$ cat src/rtl/nss_pkg.sv
package nss_pkg;
  typedef enum logic [1:0] {
    MODE_FIRST  = 2'd0,
    MODE_SECOND = 2'd1,
    MODE_ON     = 2'd2,
    MODE_OFF    = 2'd3
  } mode_state_e;
endpackage

$ cat src/rtl/nss_sync.sv
module nss_sync #(
  parameter int N      = 3,
  parameter int STAGES = 2,
  parameter logic [N-1:0] RST_VAL = '0
) (
  input  logic         clk,
  input  logic         rst_n,
  input  logic [N-1:0] d_i,
  output logic [N-1:0] q_o
);
  for (genvar g = 0; g < N; g++) begin : g_bit
    logic [STAGES-1:0] chain;
    always_ff @(posedge clk or negedge rst_n) begin
      if (!rst_n) chain <= {STAGES{RST_VAL[g]}};
      else        chain <= {chain[STAGES-2:0], d_i[g]};
    end
    assign q_o[g] = chain[STAGES-1];
  end
endmodule

$ cat src/rtl/nss_frame_ctl.sv
module nss_frame_ctl #(
  parameter int DATA_W = 8
) (
  input  logic              clk,
  input  logic              rst_n,
  input  logic              sclk_s,
  input  logic              sdi_s,
  input  logic              sel_s,
  output logic [DATA_W-1:0] rx_byte_o,
  output logic              rx_done_o,
  output logic              load_req_o,
  output logic              shift_req_o
);
  localparam int FRAME = DATA_W + 1;
  localparam int CW    = $clog2(FRAME + 1);

  logic          sclk_q, sel_q, seam;
  logic [CW-1:0] cnt;
  logic          rise, fall, sel_start;

  assign rise      = sclk_s & ~sclk_q;
  assign fall      = ~sclk_s & sclk_q;
  assign sel_start = sel_s & ~sel_q;

  always_ff @(posedge clk or negedge rst_n) begin
    if (!rst_n) begin
      sclk_q      <= 1'b0;
      sel_q       <= 1'b0;
      seam        <= 1'b0;
      cnt         <= '0;
      rx_byte_o   <= '0;
      rx_done_o   <= 1'b0;
      load_req_o  <= 1'b0;
      shift_req_o <= 1'b0;
    end else begin
      sclk_q      <= sclk_s;
      sel_q       <= sel_s;
      rx_done_o   <= 1'b0;
      load_req_o  <= 1'b0;
      shift_req_o <= 1'b0;
      if (!sel_s) begin
        cnt  <= '0;
        seam <= 1'b0;
      end else begin
        if (sel_start) load_req_o <= 1'b1;
        if (rise) begin
          if (cnt < CW'(DATA_W)) rx_byte_o <= {sdi_s, rx_byte_o[DATA_W-1:1]};
          if (cnt == CW'(FRAME - 1)) begin
            cnt       <= '0;
            rx_done_o <= 1'b1;
            seam      <= 1'b1;
          end else begin
            cnt <= cnt + CW'(1);
          end
        end else if (fall) begin
          if (cnt == '0) begin
            if (seam) load_req_o <= 1'b1;
            seam <= 1'b0;
          end else begin
            shift_req_o <= 1'b1;
          end
        end
      end
    end
  end

  AST_CNT_BOUND: assert property (@(posedge clk) disable iff (!rst_n)
    cnt <= CW'(FRAME - 1));
  AST_DONE_AFTER_NINTH: assert property (@(posedge clk) disable iff (!rst_n)
    rx_done_o |-> $past(cnt) == CW'(FRAME - 1));
  AST_DESELECT_ABORTS: assert property (@(posedge clk) disable iff (!rst_n)
    !sel_s |=> (cnt == '0) && !rx_done_o);
endmodule

$ cat src/rtl/nss_tx.sv
module nss_tx #(
  parameter int DATA_W = 8
) (
  input  logic              clk,
  input  logic              rst_n,
  input  logic              sel_s,
  input  logic              mode_ok,
  input  logic              load_req,
  input  logic              shift_req,
  input  logic [DATA_W-1:0] tx_data_i,
  input  logic              tx_valid_i,
  output logic              tx_ready_o,
  output logic              sdo_bit_o
);
  localparam int FRAME = DATA_W + 1;

  logic [DATA_W-1:0] hold;
  logic              full;
  logic [FRAME-1:0]  sh;
  logic              take;

  assign take       = load_req & mode_ok & full;
  assign tx_ready_o = ~full;
  assign sdo_bit_o  = sh[0];

  always_ff @(posedge clk or negedge rst_n) begin
    if (!rst_n) begin
      full <= 1'b0;
      hold <= '0;
      sh   <= '1;
    end else begin
      if (!sel_s)          sh <= '1;
      else if (load_req)   sh <= take ? {1'b1, hold} : '1;
      else if (shift_req)  sh <= {1'b1, sh[FRAME-1:1]};
      if (take) begin
        full <= 1'b0;
      end else if (tx_valid_i && !full) begin
        full <= 1'b1;
        hold <= tx_data_i;
      end
    end
  end

  AST_NINTH_ONE: assert property (@(posedge clk) disable iff (!rst_n)
    load_req |=> sh[FRAME-1]);
  AST_TAKE_AT_START: assert property (@(posedge clk) disable iff (!rst_n)
    $fell(full) |-> $past(load_req));
  AST_KEEP_OUT_OF_MODE: assert property (@(posedge clk) disable iff (!rst_n)
    (!mode_ok && load_req && full) |=> full);
endmodule

$ cat src/rtl/nss_mode.sv
module nss_mode #(
  parameter int DATA_W = 8,
  parameter logic [DATA_W-1:0] INIT_A = 8'h00,
  parameter logic [DATA_W-1:0] INIT_B = 8'hFF
) (
  input  logic              clk,
  input  logic              rst_n,
  input  logic              rx_done,
  input  logic [DATA_W-1:0] rx_byte,
  output logic              mode_done_o,
  output logic              mode_ok_o
);
  import nss_pkg::*;
  mode_state_e st;
  logic        first_hit;

  always_ff @(posedge clk or negedge rst_n) begin
    if (!rst_n) begin
      st        <= MODE_FIRST;
      first_hit <= 1'b0;
    end else if (rx_done) begin
      case (st)
        MODE_FIRST: begin
          first_hit <= (rx_byte == INIT_A);
          st        <= MODE_SECOND;
        end
        MODE_SECOND: st <= (first_hit && rx_byte == INIT_B) ? MODE_ON : MODE_OFF;
        default: st <= st;
      endcase
    end
  end

  assign mode_done_o = (st == MODE_ON) || (st == MODE_OFF);
  assign mode_ok_o   = (st == MODE_ON);

  AST_MODE_STICKY: assert property (@(posedge clk) disable iff (!rst_n)
    mode_done_o |=> mode_done_o && $stable(mode_ok_o));
endmodule

$ cat src/rtl/ninec_serial_slave.sv
module ninec_serial_slave #(
  parameter int DATA_W      = 8,
  parameter int SYNC_STAGES = 2,
  parameter logic [DATA_W-1:0] INIT_A = 8'h00,
  parameter logic [DATA_W-1:0] INIT_B = 8'hFF
) (
  input  logic              clk,
  input  logic              rst_n,
  input  logic              sclk_i,
  input  logic              sdi_i,
  input  logic              sel_n_i,
  output logic              sdo_o,
  output logic              sdo_en_o,
  output logic [DATA_W-1:0] rx_data_o,
  output logic              rx_valid_o,
  input  logic              rx_ready_i,
  input  logic [DATA_W-1:0] tx_data_i,
  input  logic              tx_valid_i,
  output logic              tx_ready_o,
  output logic              mode_done_o,
  output logic              mode_ok_o
);
  logic [2:0]        pins_s;
  logic              sclk_s, sdi_s, sel_s;
  logic [DATA_W-1:0] rx_byte;
  logic              rx_done, load_req, shift_req, deliver;

  nss_sync #(.N(3), .STAGES(SYNC_STAGES), .RST_VAL(3'b100)) u_sync (
    .clk(clk), .rst_n(rst_n),
    .d_i({sel_n_i, sdi_i, sclk_i}), .q_o(pins_s)
  );
  assign sclk_s = pins_s[0];
  assign sdi_s  = pins_s[1];
  assign sel_s  = ~pins_s[2];

  nss_frame_ctl #(.DATA_W(DATA_W)) u_frame (
    .clk(clk), .rst_n(rst_n), .sclk_s(sclk_s), .sdi_s(sdi_s), .sel_s(sel_s),
    .rx_byte_o(rx_byte), .rx_done_o(rx_done),
    .load_req_o(load_req), .shift_req_o(shift_req)
  );

  nss_mode #(.DATA_W(DATA_W), .INIT_A(INIT_A), .INIT_B(INIT_B)) u_mode (
    .clk(clk), .rst_n(rst_n), .rx_done(rx_done), .rx_byte(rx_byte),
    .mode_done_o(mode_done_o), .mode_ok_o(mode_ok_o)
  );

  nss_tx #(.DATA_W(DATA_W)) u_tx (
    .clk(clk), .rst_n(rst_n), .sel_s(sel_s), .mode_ok(mode_ok_o),
    .load_req(load_req), .shift_req(shift_req),
    .tx_data_i(tx_data_i), .tx_valid_i(tx_valid_i),
    .tx_ready_o(tx_ready_o), .sdo_bit_o(sdo_o)
  );

  assign sdo_en_o = ~sel_n_i;
  assign deliver  = rx_done & mode_ok_o;

  always_ff @(posedge clk or negedge rst_n) begin
    if (!rst_n) begin
      rx_valid_o <= 1'b0;
      rx_data_o  <= '0;
    end else if (deliver) begin
      rx_valid_o <= 1'b1;
      rx_data_o  <= rx_byte;
    end else if (rx_ready_i) begin
      rx_valid_o <= 1'b0;
    end
  end

  AST_RX_HOLD: assert property (@(posedge clk) disable iff (!rst_n)
    (rx_valid_o && !rx_ready_i && !rx_done) |=> rx_valid_o && $stable(rx_data_o));
  AST_NO_RX_OUT_OF_MODE: assert property (@(posedge clk) disable iff (!rst_n)
    !mode_ok_o |=> !$rose(rx_valid_o));
endmodule

$ cat config.mk
export PLATFORM = sky130hd
export DESIGN_NAME = ninec_serial_slave
export DESIGN_NICKNAME = d
export VERILOG_FILES = /design/src/rtl/nss_pkg.sv /design/src/rtl/nss_sync.sv /design/src/rtl/nss_frame_ctl.sv /design/src/rtl/nss_tx.sv /design/src/rtl/nss_mode.sv /design/src/rtl/ninec_serial_slave.sv
export SDC_FILE = /design/constraint.sdc
export NUM_CORES = 1
export LEC_CHECK = 0
export BUFFER_PORTS_ARGS = -buffer_cell sky130_fd_sc_hd__buf_2
export CORE_MARGIN = 1.5
export CORE_UTILIZATION = 30
export CTS_CLUSTER_DIAMETER = 60
export DETAILED_ROUTE_END_ITERATION = 12
export PLACE_DENSITY = 0.51
export SLEW_MARGIN = 25
export SYNTH_ARGS = -nofsm -noshare
export SYNTH_HDL_FRONTEND = slang
export SYNTH_SLANG_ARGS = --single-unit
$ cat constraint.sdc
create_clock -name clk -period 1.6 [get_ports clk]
set_input_delay 0.16 -clock clk [delete_from_list [all_inputs] [get_ports clk]]
set_output_delay 0.16 -clock clk [all_outputs]
set_load 0.1 [all_outputs]
# Word level (Yosys, flattened, before mapping)
# Cells that the tools add are included.
# op_classes
add_sub_neg	1
magnitude_cmp	1
n_eq_ne	6
mux	31
bitwise_logic	13
n_reduce_logical	19
# op_table
operator	count
$mux 9	3
$mux 1	23
$mux 4	3
$reduce_bool 3->1	3
$eq 8x8->1 const B	1
$logic_not 8->1	1
$mux 8	1
$reduce_bool 2->1	4
$not 1->1	7
$and 1x1->1	6
$reduce_and 2->1	3
$reduce_and 3->1	2
$add 4x1->4 const B	1
$eq 2x2->1 const B	2
$eq 4x4->1 const B	1
$logic_not 4->1	1
$lt 4x4->1 const B	1
$pmux 2 s2	1
$ne 3x3->1 const B	1
$eq 2x1->1 const B	1
$logic_and 1x1->1	2
$logic_not 2->1	1
$logic_not 1->1	1
$logic_or 1x1->1	1
# word_totals
register_bits	54
inputBits	15
output_inout_bits	14
word_cells	89

# Logic depth before layout (Yosys ltp)
# Gate-level depths: netlist (run 1).
# depth
word_depth	8
mapped_depth	5
ltp_nobuf	5

# Modules after synthesis
# Synthesis (run 1) repeated with hierarchy kept, for this count alone.
# hier_totals
hier_cells	164
hier_area_um2	2232.1
# by_module_without_submodules
mod	n_inst	cells_per_inst	area_each_um2	seq_area_each_um2
nss_frame_ctl	1	65	780.7	450.4
nss_tx	1	51	759.5	435.4
ninec_serial_slave	1	22	337.8	225.2
nss_mode	1	17	178.9	75.1
nss_sync	1	9	175.2	152.6

# Least setup slack after synthesis (run 1)
# No wires, ideal clock.
# synth_timing
path_kind	reg-to-reg
start	reg u_mode.st[0]
end	reg rx_data_o[0]
setup_time_ns	0.126
arrival_time_ns	1.788
t_required_ns	1.474
slack_ns	-0.314
stages_incl_launch_ff	4
path_buffers	0
period_less_slack_ns	1.914
path_cell_list	dfrtp_1 and2b_1 nand2_2 mux2_2
# synth_via
elab_chain_cells	2
# synth_lines
element	line_no	source
start: declaration	nss_mode.sv:14	mode_state_e st;
start signal: assignment	nss_mode.sv:27	MODE_SECOND: st <= (first_hit && rx_byte == INIT_B) ? MODE_ON : MODE_OFF;
start signal: assignment	nss_mode.sv:28	default: st <= st;
$eq 2x2->1	nss_mode.sv:34	assign mode_ok_o = (st == MODE_ON);
named net mode_ok_o	ninec_serial_slave.sv:21	output logic mode_ok_o
$and 1x1->1	ninec_serial_slave.sv:55	assign deliver = rx_done & mode_ok_o;
end signal: assignment	ninec_serial_slave.sv:63	rx_data_o <= rx_byte;
end: declaration	ninec_serial_slave.sv:14	output logic [DATA_W-1:0] rx_data_o,
# The timed path passes the listed nets, and every way through them passes these cells.
# A chain may end at the register's enable or synchronous reset.

# Final worst setup path (run 1)
# layout_timing
start	reg u_mode.st[0]
end	out mode_ok_o
# layout_via
elab_chain_cells	1
# layout_lines
element	line_no
$eq 2x2->1	nss_mode.sv:34
end: declaration	ninec_serial_slave.sv:21
# Every way passes these cells.

==> results of run 1 <==
## worst max-delay path by stage
stage	start	slack, ns	to
after floorplan	u_mode.st[0]$_DFFE_PN0P_	0.01	rx_data_o[0]$_DFFE_PN0P_
after global placement	u_frame.sclk_q$_DFF_PN0_	0.19	u_frame.rx_byte_o[3]$_DFFE_PN0P_
after detailed placement	u_frame.sclk_q$_DFF_PN0_	0.11	u_frame.rx_byte_o[6]$_DFFE_PN0P_
after CTS	u_frame.sclk_q$_DFF_PN0_	0.09	u_frame.rx_byte_o[6]$_DFFE_PN0P_
after global routing	u_frame.sclk_q$_DFF_PN0_	0.07	u_frame.rx_byte_o[6]$_DFFE_PN0P_
final	u_mode.st[0]$_DFFE_PN0P_	0.13	mode_ok_o
## worst max-delay path: cells and delay by family (launching register included)
family                 cells  cell delay [ns]
AND/OR/NAND/NOR            1             0.27
buffers and inverters      1             0.29
flip-flops                 1             0.45
## layer usage
layer	part of all wire (%)	GRT usage [%]
met1	49	15.42
met2	46	15.94
met3	2.9	2.844
met4	1.7	4.762
met5	0	0
## registers in the layout, summed over array words and instances (netlist names)
register / flops
rx_valid_o: 1
u_frame.cnt: 4
u_tx.sh: 8
u_frame.rx_done_o: 1
u_frame.sel_q: 1
u_frame.seam: 1
u_frame.load_req_o: 1
u_frame.sclk_q: 1
u_sync.g_bit.chain: 6
u_frame.shift_req_o: 1
u_mode.first_hit: 1
u_tx.full: 1
rx_data_o: 8
u_tx.hold: 8
u_frame.rx_byte_o: 8
u_mode.st: 2
## placed cells by master, fill, tap and decap left out, drive strengths merged, types with 2 or more instances in the layout
cell type,instances
dfrtp,43
inv,10
nor3b,2
o21ai,4
a21oi,5
nor4,2
clkbuf,5
mux2,25
nand2b,3
nand4,2
dlygate4sd3,4
nand3,3
nor3,3
nand4b,2
dfstp,10
mux2i,8
nor2b,2
nor2,4
nand2,6
ha,2
a2bb2oi,6
buf,36
## what timing repair did
action / in CTS / in global routing
pin swaps: 0 / 1
hold buffers: 4 / 0
endpoints found under the hold margin: 46 / 0
gates resized for setup: 1 / 0
buffers inserted: 0 / 1
endpoints found under the setup margin: 1 / 5
## cells in the mapped netlist
cell,number
a21o_1,1
a21oi_1,5
a2bb2oi_1,6
a311o_1,1
a31oi_1,1
and2b_1,1
and3_1,1
buf_2,4
clkbuf_1,2
dfrtp_1,43
dfstp_2,10
ha_1,2
inv_1,8
mux2_2,25
mux2i_1,8
nand2_1,5
nand2_2,1
nand2b_1,3
nand3_1,3
nand3b_1,1
nand4_1,2
nand4b_1,2
nor2_1,4
nor2b_1,2
nor3_1,2
nor3_4,1
nor3b_1,2
nor4_1,2
nor4bb_1,1
o21a_1,1
o21ai_0,4
o22ai_1,1
o32ai_1,1
or2b_1,1
or3_1,1
## power groups by stage
stage / Sequential (mW) / Combinational [mW] / Clock (mW)
finish: 1.60 / 0.245 / 0.947
global route: 1.63 / 0.273 / 1.03
CTS: 1.60 / 0.247 / 0.976
detailed placement: 1.63 / 0.239 / 0
global placement: 1.63 / 0.230 / 0
floorplan: 1.57 / 0.170 / 0
## stage by stage
step / instances / cell area, µm² / hold WS [ns]
global route: 296 / 2620 / 0.04704
floorplan: 158 / 2143 / -0.1356
CTS: 295 / 2600 / 0.02143
finish: 296 / 2620 / 0.03009
detailed placement: 283 / 2441 / 0.1799
global placement: 283 / 2441 / 0.1793
## final cells by class
cell class                      count  area, µm²
Clock buffer                        5      68.82
Clock inverter                      3      47.55
Fill cell                         690       4212
Inverter                            8      30.03
Multi-Input combinational cell     91      747.0
Sequential cell                    53       1339
Tap cell                           96      120.1
Timing Repair Buffer               40      267.8
## cells by family (layout without fill, tap and decap cells)
| family | after synthesis | count (layout) |
|---|---|---|
| AO/OA/AOI/OAI | 21 | 21 |
| adder cells (fa/ha/maj) | 2 | 2 |
| buffers and inverters | 14 | 56 |
| flip-flops | 53 | 53 |
| multiplexers | 33 | 33 |
| AND/OR/NAND/NOR | 35 | 35 |
==> run metrics, run 1 <==
sequential share of power=57.3%; CP peak stage delay=0.45 ns; register area share after synthesis=62.50%; Total Power=2.788 mW; critical path capture point type=output pin; largest net degree at the start of global routing=54; diode count=0; Rel. slew slack=67.72%; post-synth net total=175; Longest Clk Path Bufs=2; final setup fails=0; post-synthesis xor/xnor area fraction=0%; vias per cell=4.443; Worst VDD drop=0.0005156 V; Mapped Cells=158; switch share=25.06%; leakage power=1.207 nW; FP Rows=30; Clk network pwr share=34.0%; CTS tree=built; Die W=87.50 µm; Final nets=216; WP data required=1.44 ns; Clock Latency Late Sink=0.31 ns; final hold vios=0; Finished Core Util=38.35%; core box area=6832 µm²; Hold Path Depth=2; gpl congestion=0.7413; Final ANT Viol Nets=0; Worst-Margin Slew=0.4876 ns; Tmin final=1.471 ns; period utilization=91.95%; antenna violations before repair=0; complex-gate fraction of the synthesized area=6.717%; unrepaired setup endpoints after global routing=no; Worst R2R Setup Slack=0.15 ns; PD cells=1064 nW/µm²; gr usage total=10.96%; syn_area_per_cell=13.56 µm²; number of max-cap violations=0; WL final=3.731 mm; H-tree depth=2; fmax=679.7 MHz; Synth area leader=dfrtp_1; mux cell area share after synthesis=16.88%; WS Path Type=reg2out; Hold WC Path Type=in2reg; Gate power share=8.8%; setup ws final=0.1288 ns; #FFs+latches synth=53; Worst Path Arrival=1.31 ns; vias in the first global route=1344; clk sinks=53; setup tns final=0 ns; sw power=0.6987 mW; yosys synthesis warning count=0; Pint=2.089 mW; synth top area cells=dfrtp_1, mux2_2, dfstp_2, mux2i_1, a2bb2oi_1; Root Buffer=clkbuf_8; first-pass GRT wire length=6.417 mm; post-synthesis simple-gate area fraction=10.05%; Hold EP=rx_valid_o$_DFFE_PN0P_; HP Start=rx_ready_i; IO buf count=28; Avg WL per Cell=12.60 µm; area share of the largest cell type after synthesis=50.23%; post-place setup slack=0.1055 ns; Initial Util=31.36%; HPWL after DPL=2.586 mm; first drt pass iteration count=4; IO Pins=29; vias=1315; drt drc=0; clk slew on worst S/H paths=0.10 ns; CTS buffer count=5; element type at the critical path start=flop; status=completed; grt ovf=0; slowest cell on the critical path=dfrtp_1; clock skew=0.008349 ns; R2R cell count=4; netlist area before placement=2142 µm²; post-synthesis cell type count=35; worst r2r dst=u_frame.rx_byte_o[6]$_DFFE_PN0P_; largest family of logic cells by synthesized area=multiplexers; synthesis-to-finish area growth=22.31%; Synth Area in Adders=1.168%; DRT iter0 DRCs=76; Die ar.=7656 µm²; crit path max fanout=6; RR Startpoint=u_frame.sclk_q$_DFF_PN0_; critical-path cell list=and2b_2 -> buf_4; share of post-route cells with drive strength above 1=41.00%; Slew Viols, Final=0; DIE HEIGHT=87.50 µm
(Power assumes the default switching activity.)
==> run 2, diff against run 1 <==
- RECOVER_POWER: not set -> 25
==> run 2 against run 1 <==
Compared with the run above: largest power group unchanged; clock skew stayed put; clock-buffer cell count stayed put; combinational power is 2% lower; sequential share of layout area is 0.25 points higher; register-to-register slack hardly changed.
==> run metrics, run 2 (synthesis results as in run 1) <==
vias=1315 (unchanged); share of post-route cells with drive strength above 1=41.00% (unchanged); Buf/Inv on CP=1 (unchanged); diode count=0 (unchanged); HPWL after DPL=2.586 mm (unchanged); Post-DP Area=2441 µm² (unchanged); Final nets=216 (unchanged); largest net degree at the start of global routing=54 (unchanged); DP Cell Count=283 (unchanged); WL final=3.729 mm (about the same); Worst VDD drop=0.0005156 V (about the same); Avg WL per Cell=12.60 µm (about the same); Die W=87.50 µm (unchanged); Worst-Margin Slew=0.7039 ns (+0.2163 ns); most common cell after layout, fill and taps aside=dfrtp_1; FP Rows=30 (unchanged); final hold slack=0.03009 ns (-0.0000001000 ns); vias per cell=4.443 (unchanged); H-tree depth=2 (unchanged); element type at the critical path start=flop; Tmin final=1.471 ns (unchanged); Hold Path Depth=2 (unchanged); unrepaired setup endpoints after global routing=no; Hold WC Path Type=in2reg; most frequent cells in the layout=dfrtp_1, buf_2, mux2_2; core box area=6832 µm² (unchanged); critical-path cell list=and2b_2 -> buf_4; status=completed; critical path capture point type=output pin; worst r2r dst=u_frame.rx_byte_o[6]$_DFFE_PN0P_; DIE HEIGHT=87.50 µm (unchanged); WP data required=1.44 ns (about the same); IO Pins=29 (unchanged); clk slew on worst S/H paths=0.10 ns (about the same); period utilization=91.95% (unchanged); setup tns final=0 ns (unchanged); Longest Clk Path Bufs=2 (unchanged); Root Buffer=clkbuf_8; gpl congestion=0.7413 (unchanged); gr usage total=10.96% (unchanged); CP peak stage delay=0.45 ns (about the same); antenna violations before repair=0 (unchanged); Finished Core Util=38.17% (-0.18 points); synthesis-to-finish area growth=21.73%; PD cells=1067 nW/µm² (+0.32%); CTS tree=built; crit path max fanout=6 (unchanged); Worst R2R Setup Slack=0.15 ns (about the same); Die ar.=7656 µm² (unchanged); fillers=692 (+0.29%); final instance area=2608 µm² (-0.48%); Total Power=2.783 mW (-0.16%); Slew Viols, Final=0 (unchanged); IO buf count=28 (unchanged); Hold EP=rx_valid_o$_DFFE_PN0P_; clk sinks=53 (unchanged); R2R cell count=4 (unchanged); first drt pass iteration count=4 (unchanged); fmax=679.7 MHz (unchanged); Initial Util=31.36% (unchanged); final setup fails=0 (unchanged); Final Non-Filler Cells=296 (unchanged); number of max-cap violations=0 (unchanged); WS Path Type=reg2out; Worst Path Arrival=1.31 ns (about the same); RR Startpoint=u_frame.sclk_q$_DFF_PN0_; Final ANT Viol Nets=0 (unchanged); grt ovf=0 (unchanged); DRT iter0 DRCs=76 (unchanged); CTS buffer count=5 (unchanged); drt drc=0 (unchanged); first-pass GRT wire length=6.417 mm (unchanged); post-place setup slack=0.1055 ns (unchanged); HP Start=rx_ready_i; final hold vios=0 (unchanged); slowest cell on the critical path=dfrtp_1; setup ws final=0.1288 ns (unchanged); clock skew=0.008349 ns (unchanged); Clock Latency Late Sink=0.31 ns (about the same); leakage power=1.202 nW (-0.40%); vias in the first global route=1344 (unchanged); crit-path leading delay family=flip-flops; Rel. slew slack=53.07% (-15 points)
## run 2: cell count changes in the layout (fill, tap and decap cells not counted), sizes merged
| cell | change |
|---|---|
| buf | -1 |
| clkbuf | +1 |
## run 2: worst max path at each step
| stage | end | slack, ns | depth (start not counted) | start |
|---|---|---|---|---|
| after detailed placement | u_frame.rx_byte_o[6]$_DFFE_PN0P_ | 0.11 | 3 | u_frame.sclk_q$_DFF_PN0_ |
| after CTS | u_frame.rx_byte_o[6]$_DFFE_PN0P_ | 0.09 | 3 | u_frame.sclk_q$_DFF_PN0_ |
| after global placement | u_frame.rx_byte_o[3]$_DFFE_PN0P_ | 0.19 | 3 | u_frame.sclk_q$_DFF_PN0_ |
| after floorplan | rx_data_o[0]$_DFFE_PN0P_ | 0.01 | 3 | u_mode.st[0]$_DFFE_PN0P_ |
| final | mode_ok_o | 0.13 | 2 | u_mode.st[0]$_DFFE_PN0P_ |
| after global routing | u_frame.rx_byte_o[6]$_DFFE_PN0P_ | 0.07 | 4 | u_frame.sclk_q$_DFF_PN0_ |
## run 2: power breakdown
group          internal (mW)  switching [mW]  leakage, nW
clock                  0.478           0.469       0.0591
combinational          0.144          0.0968        0.485
sequential              1.46           0.132        0.658
total                   2.09           0.698         1.20
## run 2: worst register-to-register path, delay by kind of cell, from the launching register on
| kind | cells | cell delay [ns] |
|---|---|---|
| simple gates | 2 | 0.44 |
| flops | 1 | 0.43 |
| mux | 1 | 0.33 |
| buf+inv | 1 | 0.15 |
## run 2: final cells by class
class                      count  area, µm²  share of cell area, %
tap                           96      120.1                  4.607
timing repair buffer          40      255.2                  9.789
clock inverter                 3      47.55                  1.823
multi-input combinational     91      747.0                  28.65
clock buffer                   5      68.82                  2.639
sequential                    53       1339                  51.34
inverter                       8      30.03                  1.152
## run 2: timing repair
item                                   4_1_cts  5_1_grt
endpoints found under the hold margin       46        0
hold buffers                                 4        0
setup endpoints to repair                    1        5
gates cloned                                 0        0
resized for setup                            1        0
pin swaps                                    0        1
buffers inserted                             0        1
## run 2: per-layer routing
layer	up-vias	GRT usage [%]	share of wire [%]
met1	646	15.42	49
met4	0	4.762	1.7
met5	-	0	0
li1	645	-	-
met3	6	2.844	2.9
met2	18	15.94	46
==> run 3, diff against run 2 <==
- ABC_AREA: not set -> 1
==> run 3 against run 2 <==
Compared with the run above: final cell count up 33%; hold slack better by 0.0065 ns; critical endpoint is now sdo_o; combinational power up 16%; synthesized cell count up 63%; clock power down 14%; die area up 8.1%; largest cell class unchanged; critical path depth down 1; synthesized area up 8.4%; highest routed layer unchanged; critical path type unchanged.
==> run metrics, run 3 <==
Post-synth EDFFs=0 (unchanged); Avg WL per Cell=10.69 µm (-15%); synth top area cells=dfrtp_1, dfstp_2, nand2_1, nor2_1, inv_1; largest family of logic cells by synthesized area=simple AND/OR/NAND/NOR gates; vias=1711 (+30%); # hold bufs at CTS=4 (unchanged); Tmin final=1.425 ns (-0.04652 ns); Worst Path Arrival=1.26 ns (-0.05 ns); HPWL after DPL=3.168 mm (+23%); WL final=4.222 mm (+13%); most frequent cells in the layout=nand2_1, nor2_1, dfrtp_1; HP Start=rx_ready_i; H-tree depth=2 (unchanged); grt ovf=0 (unchanged); fmax=701.9 MHz (+3.3%); vias per cell=4.332 (-2.5%); Final ANT Viol Nets=0 (unchanged); area share of the largest cell type after synthesis=46.36% (-3.9 points); gpl congestion=0.7858 (+6.0%); final setup fails=0 (unchanged); netlist area before placement=2321 µm² (+8.4%); Hold Path Depth=2 (unchanged); CTS buffer count=5 (unchanged); CTS tree=built; core box area=7370 µm² (+7.9%); Worst-Margin Slew=0.9758 ns (+0.2719 ns); clk sinks=53 (unchanged); worst r2r dst=u_frame.rx_byte_o[0]$_DFFE_PN0P_; Final nets=312 (+44%); number of max-cap violations=0 (unchanged); unrepaired setup endpoints after global routing=no; Rel. slew slack=34.94% (-18 points); CP peak stage delay=0.54 ns (+0.09 ns); IO Pins=29 (unchanged); diode count=0 (unchanged); Hold EP=rx_valid_o$_DFFE_PN0P_; DRT iter0 DRCs=92 (+21%); clk slew on worst S/H paths=0.09 ns (about the same); period utilization=89.04% (-2.9 points); largest net degree at the start of global routing=33 (-39%); PD cells=930.5 nW/µm² (-13%); FP Rows=31 (+3.3%); Main synth FF type=dfrtp_1; Post-CTS Resized=0 (-1); WP data required=1.44 ns (about the same); setup tns final=0 ns (unchanged); Slew Viols, Final=0 (unchanged); WS Path Type=reg2out; Die W=90.96 µm (+3.9%); register area share after synthesis=57.68% (-4.8 points); crit path max fanout=2 (-4); post-synthesis cell type count=21 (-40%); Post-CTS Setup Inserts=0 (unchanged); leakage power=1.377 nW (+15%); Hold WC Path Type=in2reg; mux cell area share after synthesis=0.4852% (-16 points); most frequent cell after synthesis=nand2_1; critical-path cell list=buf_2; first drt pass iteration count=4 (unchanged); RR Startpoint=u_sync.g_bit[2].chain[1]$_DFF_PN1_; Total Power=2.552 mW (-8.3%); Mapped Cells=257 (+63%); crit-path leading delay family=flip-flops; fraction of registers with async set/reset=100.0% (unchanged); #FFs+latches synth=53 (unchanged); IO buf count=28 (unchanged); Initial Util=31.49% (+0.14 points); Buf/Inv on CP=1 (unchanged); clock skew=0.004930 ns (-0.003419 ns); final hold vios=0 (unchanged); share of post-route cells with drive strength above 1=24.66% (-16 points); Clock Latency Late Sink=0.30 ns (about the same); yosys synthesis warning count=0 (unchanged); status=completed; slowest cell on the critical path=dfstp_2; Synth Area in Adders=1.078% (-0.090 points); post-synthesis xor/xnor area fraction=0.3774% (+0.38 points); Root Buffer=clkbuf_8; critical path capture point type=output pin; antenna violations before repair=0 (unchanged); vias in the first global route=1705 (+27%); syn_area_per_cell=9.031 µm² (-33%); Finished Core Util=37.22% (-0.95 points); R2R cell count=6 (+2); DIE HEIGHT=90.96 µm (+3.9%); fillers=765 (+11%); drt drc=0 (unchanged); Worst R2R Setup Slack=0.33 ns (+0.18 ns); post-synth net total=274 (+57%); Synth area leader=dfrtp_1; final instance area=2743 µm² (+5.2%); Post-DP Area=2610 µm² (+6.9%); Die ar.=8273 µm² (+8.1%); commonest cells in the netlist=nand2_1, dfrtp_1, nor2_1, inv_1, a21oi_1; synthesis-to-finish area growth=18.17%; element type at the critical path start=flop; complex-gate fraction of the synthesized area=11.21% (+4.5 points); post-synthesis simple-gate area fraction=20.54% (+10 points); gr usage total=11.42% (+0.46 points); Longest Clk Path Bufs=2 (unchanged); first-pass GRT wire length=7.624 mm (+19%); most common cell after layout, fill and taps aside=nand2_1; Worst VDD drop=0.0004639 V (-10%)
==> run 3: final cells by class <==
type	instances	area, µm²	area share (%)
Sequential cell	53	1339	48.81
Multi-Input combinational cell	157	784.5	28.60
Timing Repair Buffer	37	236.5	8.622
Inverter	41	157.7	5.748
Tap cell	99	123.9	4.516
Clock buffer	7	96.34	3.513
Clock inverter	1	5.005	0.1825
==> run 3: how the worst max path moves through the flow <==
stage,from,endpoint,slack (ns),depth (start not counted)
floorplan,u_mode.st[0]$_DFFE_PN0P_,rx_data_o[6]$_DFFE_PN0P_,0.02,5
global placement,u_sync.g_bit[2].chain[1]$_DFF_PN1_,u_frame.rx_byte_o[1]$_DFFE_PN0P_,0.40,6
detailed placement,u_sync.g_bit[2].chain[1]$_DFF_PN1_,u_frame.rx_byte_o[0]$_DFFE_PN0P_,0.39,6
CTS,u_tx.sh[0]$_DFFE_PN1P_,sdo_o,0.15,1
global route,rst_n,u_sync.g_bit[2].chain[0]$_DFF_PN1_,0.13,3
finish,u_tx.sh[0]$_DFFE_PN1P_,sdo_o,0.18,1
==> run 3: metrics by stage <==
stage          std cells  hold WS, ns  worst slack [ns]
6_report             395      0.03662            0.1753
5_1_grt              395      0.04419            0.1287
4_1_cts              395      0.02347            0.1496
3_5_place_dp         383       0.1198            0.3880
3_3_place_gp         383       0.1203            0.3992
2_1_floorplan        257      -0.1356           0.01519
==> run 3: cells by family after synthesis <==
logic type                 count (synthesis)
adders and majority gates                  2
AOI/OAI and AO/OA                         40
and+or+nand+nor                          113
buffers and inverters                     47
DFF                                       53
xor gates and xnor gates                   1
muxes                                      1
==> run 3: report_power, final <==
part	internal (mW)	switching [mW]	leakage, nW
clock network	0.392	0.424	0.0542
logic	0.0957	0.182	0.681
registers	1.41	0.0490	0.642
total	1.90	0.656	1.38
==> run 3: routing by layer <==
| metal | track usage, % | part of all wire [%] | up-vias | routed length, µm |
|---|---|---|---|---|
| li1 | - | - | 868 | - |
| met1 | 14.70 | 49 | 798 | 2062 |
| met2 | 18.22 | 45 | 36 | 1895 |
| met3 | 2.764 | 3.9 | 9 | 165 |
| met4 | 4.948 | 2.3 | 0 | 99 |
| met5 | 0 | 0 | - | 0 |
